==> config.mk <==
export PLATFORM = sky130hd
export DESIGN_NAME = ptClusterSteer
export DESIGN_NICKNAME = d
export VERILOG_FILES = /design/src/rtl/ptAllocPkg.sv /design/src/rtl/ptSteerCtl.sv /design/src/rtl/ptSteerDp.sv /design/src/rtl/ptClusterSteer.sv
export SDC_FILE = /design/constraint.sdc
export NUM_CORES = 1
export LEC_CHECK = 0
export ABC_AREA = 1
export CELL_PAD_IN_SITES_DETAIL_PLACEMENT = 1
export CELL_PAD_IN_SITES_GLOBAL_PLACEMENT = 1
export CORE_MARGIN = 2
export CORE_UTILIZATION = 23
export CTS_CLUSTER_DIAMETER = 100
export DETAILED_ROUTE_END_ITERATION = 8
export PLACE_DENSITY_LB_ADDON = 0.2
export SKIP_CTS_REPAIR_TIMING = 1
export SYNTH_ARGS = -nofsm -noshare
export SYNTH_HDL_FRONTEND = slang
export SYNTH_HIERARCHICAL = 1
export SYNTH_SLANG_ARGS = --single-unit
==> constraint.sdc <==
create_clock -name clk -period 0.8 [get_ports clk]
set_input_delay 0.12 -clock clk [delete_from_list [all_inputs] [get_ports clk]]
set_output_delay 0.12 -clock clk [all_outputs]
set_load 0.03 [all_outputs]
==> src/rtl/ptAllocPkg.sv <==
package ptAllocPkg;
  // Number of clusters; the cell count equals it.
  localparam int CLUSTERS = 16;
  // Window width in clusters.
  localparam int WIN = 4;
  // How far below its own index a cell's window begins.
  localparam int WIN_LEAD = 1;
  // Default terms per cluster.
  localparam int TERMS_PER = 4;

  // Strobes from the control to the datapath.
  typedef struct packed {
    logic [CLUSTERS*WIN-1:0] grant;       // masked in-window selects
    logic                    overlapNow;  // combinational overlap of current config
  } steerCtl_t;
endpackage

==> src/rtl/ptSteerCtl.sv <==
module ptSteerCtl
  import ptAllocPkg::*;
#(
  parameter int NCL  = ptAllocPkg::CLUSTERS,
  parameter int NWIN = ptAllocPkg::WIN,
  parameter int LEAD = ptAllocPkg::WIN_LEAD
) (
  input  logic                 clk,
  input  logic                 rstN,
  input  logic [NCL*NWIN-1:0]  selCfg,
  output steerCtl_t            ctl,
  output logic                 overlapErr,
  output logic                 windowErr
);
  localparam int NBITS = NCL * NWIN;

  // Marks mask positions whose cluster index falls off either end.
  function automatic logic [NBITS-1:0] strayMaskFn();
    logic [NBITS-1:0] r;
    r = '0;
    for (int m = 0; m < NCL; m++) begin
      for (int k = 0; k < NWIN; k++) begin
        if ((m - LEAD + k) < 0 || (m - LEAD + k) >= NCL) r[m*NWIN+k] = 1'b1;
      end
    end
    return r;
  endfunction

  localparam logic [NBITS-1:0] STRAY_MASK = strayMaskFn();

  logic [NBITS-1:0] grantVec;
  logic [NBITS-1:0] strayVec;
  logic [NCL-1:0]   overlapVec;

  generate
    for (genvar m = 0; m < NCL; m++) begin : g_cell
      for (genvar k = 0; k < NWIN; k++) begin : g_pos
        localparam int CL = m - LEAD + k;
        if (CL >= 0 && CL < NCL) begin : g_in
          assign grantVec[m*NWIN+k] = selCfg[m*NWIN+k];
          assign strayVec[m*NWIN+k] = 1'b0;
        end else begin : g_out
          assign grantVec[m*NWIN+k] = 1'b0;
          assign strayVec[m*NWIN+k] = selCfg[m*NWIN+k];
        end
      end
    end
  endgenerate

  // Count the claimants of every cluster.
  always_comb begin
    for (int c = 0; c < NCL; c++) begin
      automatic int cnt = 0;
      for (int k = 0; k < NWIN; k++) begin
        if ((c + LEAD - k) >= 0 && (c + LEAD - k) < NCL)
          cnt += int'(grantVec[(c + LEAD - k)*NWIN + k]);
      end
      overlapVec[c] = (cnt > 1);
    end
  end

  assign ctl.grant      = grantVec;
  assign ctl.overlapNow = |overlapVec;

  always_ff @(posedge clk or negedge rstN) begin
    if (!rstN) begin
      overlapErr <= 1'b0;
      windowErr  <= 1'b0;
    end else begin
      overlapErr <= |overlapVec;
      windowErr  <= |strayVec;
    end
  end


  stray_flag_chk: assert property (@(posedge clk) disable iff (!rstN)
    ((selCfg & STRAY_MASK) != '0) |=> windowErr);


  empty_cfg_chk: assert property (@(posedge clk) disable iff (!rstN)
    (selCfg == '0) |=> (!overlapErr && !windowErr));
endmodule

==> src/rtl/ptSteerDp.sv <==
module ptSteerDp
  import ptAllocPkg::*;
#(
  parameter int NCL  = ptAllocPkg::CLUSTERS,
  parameter int NWIN = ptAllocPkg::WIN,
  parameter int LEAD = ptAllocPkg::WIN_LEAD,
  parameter int TPC  = ptAllocPkg::TERMS_PER
) (
  input  logic                clk,
  input  logic                rstN,
  input  logic [NCL*TPC-1:0]  termsIn,
  input  steerCtl_t           ctl,
  output logic [NCL-1:0]      sumOut
);
  localparam int NBITS = NCL * NWIN;

  logic [NCL-1:0]   clusterHit;
  logic [NBITS-1:0] hitSel;
  logic [NBITS-1:0] claimVec;
  logic [NCL-1:0]   sumNext;

  generate
    for (genvar c = 0; c < NCL; c++) begin : g_clu
      assign clusterHit[c] = |termsIn[c*TPC +: TPC];
      for (genvar k = 0; k < NWIN; k++) begin : g_claim
        localparam int OWN = c + LEAD - k;
        if (OWN >= 0 && OWN < NCL) begin : g_v
          assign claimVec[c*NWIN+k] = ctl.grant[OWN*NWIN+k];
        end else begin : g_n
          assign claimVec[c*NWIN+k] = 1'b0;
        end
      end


      one_owner_chk: assert property (@(posedge clk) disable iff (!rstN)
        !ctl.overlapNow |-> $onehot0(claimVec[c*NWIN +: NWIN]));
    end

    for (genvar m = 0; m < NCL; m++) begin : g_cell
      for (genvar k = 0; k < NWIN; k++) begin : g_pos
        localparam int CL = m - LEAD + k;
        if (CL >= 0 && CL < NCL) begin : g_in
          assign hitSel[m*NWIN+k] = ctl.grant[m*NWIN+k] & clusterHit[CL];
        end else begin : g_out
          assign hitSel[m*NWIN+k] = 1'b0;
        end
      end
      assign sumNext[m] = |hitSel[m*NWIN +: NWIN];


      idle_cell_chk: assert property (@(posedge clk) disable iff (!rstN)
        (ctl.grant[m*NWIN +: NWIN] == '0) |=> !sumOut[m]);
    end
  endgenerate

  always_ff @(posedge clk or negedge rstN) begin
    if (!rstN) sumOut <= '0;
    else       sumOut <= sumNext;
  end


  quiet_terms_chk: assert property (@(posedge clk) disable iff (!rstN)
    (termsIn == '0) |=> (sumOut == '0));
endmodule

==> src/rtl/ptClusterSteer.sv <==
module ptClusterSteer
  import ptAllocPkg::*;
#(
  parameter int TPC = ptAllocPkg::TERMS_PER
) (
  input  logic                   clk,
  input  logic                   rstN,
  input  logic [CLUSTERS*TPC-1:0] termsIn,
  input  logic [CLUSTERS*WIN-1:0] selCfg,
  output logic [CLUSTERS-1:0]    sumOut,
  output logic                   overlapErr,
  output logic                   windowErr
);
  steerCtl_t ctlBus;

  ptSteerCtl #(.NCL(CLUSTERS), .NWIN(WIN), .LEAD(WIN_LEAD)) ctl_i (
    .clk(clk), .rstN(rstN), .selCfg(selCfg), .ctl(ctlBus),
    .overlapErr(overlapErr), .windowErr(windowErr)
  );

  ptSteerDp #(.NCL(CLUSTERS), .NWIN(WIN), .LEAD(WIN_LEAD), .TPC(TPC)) dp_i (
    .clk(clk), .rstN(rstN), .termsIn(termsIn), .ctl(ctlBus), .sumOut(sumOut)
  );
endmodule

==> reports/results.ini <==
[sta]
fin_ws_ns=-0.317
relSlewSlack_pct=90.5
finalSetupViolCount=19
post-route-period-util_pct=140
drv_slew=0
min_period_ns=1.12
hold_violations=0
rsz0062_at_grt=true
worstMarginPinSlew_ns=0.143
holdWs_ns=0.0696
fmax_mhz=895

[worst_setup_path]
setup.worst_path.start_class=input pin
end_kind=flop
max_stage_delay_ns=0.53
arrival_ns=1.26
required_ns=0.95
crit_path_max_fanout=2
crit_slowest_cell=fa_1
critPathBufInv=3
cpMostUsedCell=nand2_1
path_class=input pin to flop
cp_top_family=adder cells
cp_cell_sequence=clkbuf_2 -> inv_2 -> fa_1 -> inv_1 -> nand2_1 -> nand2_1 -> nor2_1 -> nand2_1 -> nor2_1 -> nand2_1

[layout]
finish.net_count=621
area.growth.synth_to_final_pct=75.1
final_cell_mix=nand2_1, dlymetal6s2s_1, inv_1, nor2_1, nand2_2
num-fill-cells=1195
final_common_cell=nand2_1
drive_above_1_share_pct=26.7
antenna_cells=0

[clocking]
clkSinkCount=18
htree_num_levels=1
clk_path_buf_depth=2
cts_root_buf=clkbuf_8
tritoncts=built
clk_pin_slew_ns=0.08
cts_made_buffers=3

[floorplanning]
rows=35
fp.dieH_um=102
die_x_um=102
start_util_pct=23.9
ioPinCount=148
core_um2=9330
dieArea_um2=10500

[outcome]
outcome=complete, but fails checks
violations=setup timing

[placed_design]
place_hpwl_um=6250
io_buffers=147
pre_cts_ws_ns=-1.07
place_congestion=0.797

[routing]
drc_errors=0
drtIter0Drc=13
wirelength_um=7210
vias_per_cell=3.85
antenna_left=0
dr.pass1.iters=4
vias=2327
wl_per_cell_um=11.9

[global_routing]
overflow=0
antenna_found_initial=0
grt_pass1_wl_um=10900
grt_pass1_vias=2479
grt_max_degree=19
grt_usage_pct=13.2

[flow_run]
maxCapViolCount=0

[synth]
syn_nets=513
synth_area_um2=2230
ys_warn_count=6
synthCells=368
avgSynthCellArea_um2=6.05

[power_and_ir_drop]
p_per_area_nw_per_um2=825
ir_drop_mv=0.476
p_leak_uw=0.00275

[min_path]
min_path_type=input pin to flop

-- where the power goes --
group          leakage, µW  switching, µW  internal, µW
logic              0.00256            652           821
registers         0.000168           18.3           942
clock network    0.0000288            344           438
-- through the flow --
step | cells | utilization (%) | cell area (µm²) | power [µW] | TNS [ns]
finish | 604 | 41.8 | 3900 | 3220 | -2.08
global route | 604 | 41.8 | 3900 | 3510 | -2.76
CTS | 603 | 38.5 | 3590 | 3310 | -3.50
detailed placement | 599 | 37.9 | 3540 | 2490 | -5.87
global placement | 599 | 37.9 | 3540 | 2460 | -5.43
floorplan | 368 | - | 2240 | 1710 | -0.361
-- registers in the layout (all words and copies together) (netlist names) --
| name | flops |
|---|---|
| ctl_i/overlapErr | 1 |
| ctl_i/windowErr | 1 |
| dp_i/sumOut | 16 |
-- per-layer routing --
layer	vias up	track usage (%)	routed length, µm
met2	79	25.1	3740
li1	1186	-	-
met5	-	0	0
met4	0	2.15	40
met3	2	2.39	455
met1	1060	15.7	2980
-- layout make-up --
type	count	area (µm²)	area share, %
Multi-Input combinational cell	210	1120	28.9
Inverter	80	315	8.09
Clock buffer	4	55.1	1.41
Timing Repair Buffer	163	1790	45.9
Sequential cell	18	450	11.6
Tap cell	129	161	4.14
-- path summary, 6_finish.rpt --
check                      startpoint                          to  slack (ns)  cells after the start
worst max-delay path       selCfg[20]  ctl_i/overlapErr$_DFF_PN0_       -0.32                     10
max in group asynchronous        rstN   dp_i/sumOut[13]$_DFF_PN0_        0.46                      2
min in group asynchronous        rstN    dp_i/sumOut[7]$_DFF_PN0_        0.21                      2
worst min-delay path       selCfg[60]   dp_i/sumOut[15]$_DFF_PN0_        0.07                      3
Note: power is estimated with default switching activity, not from simulation.
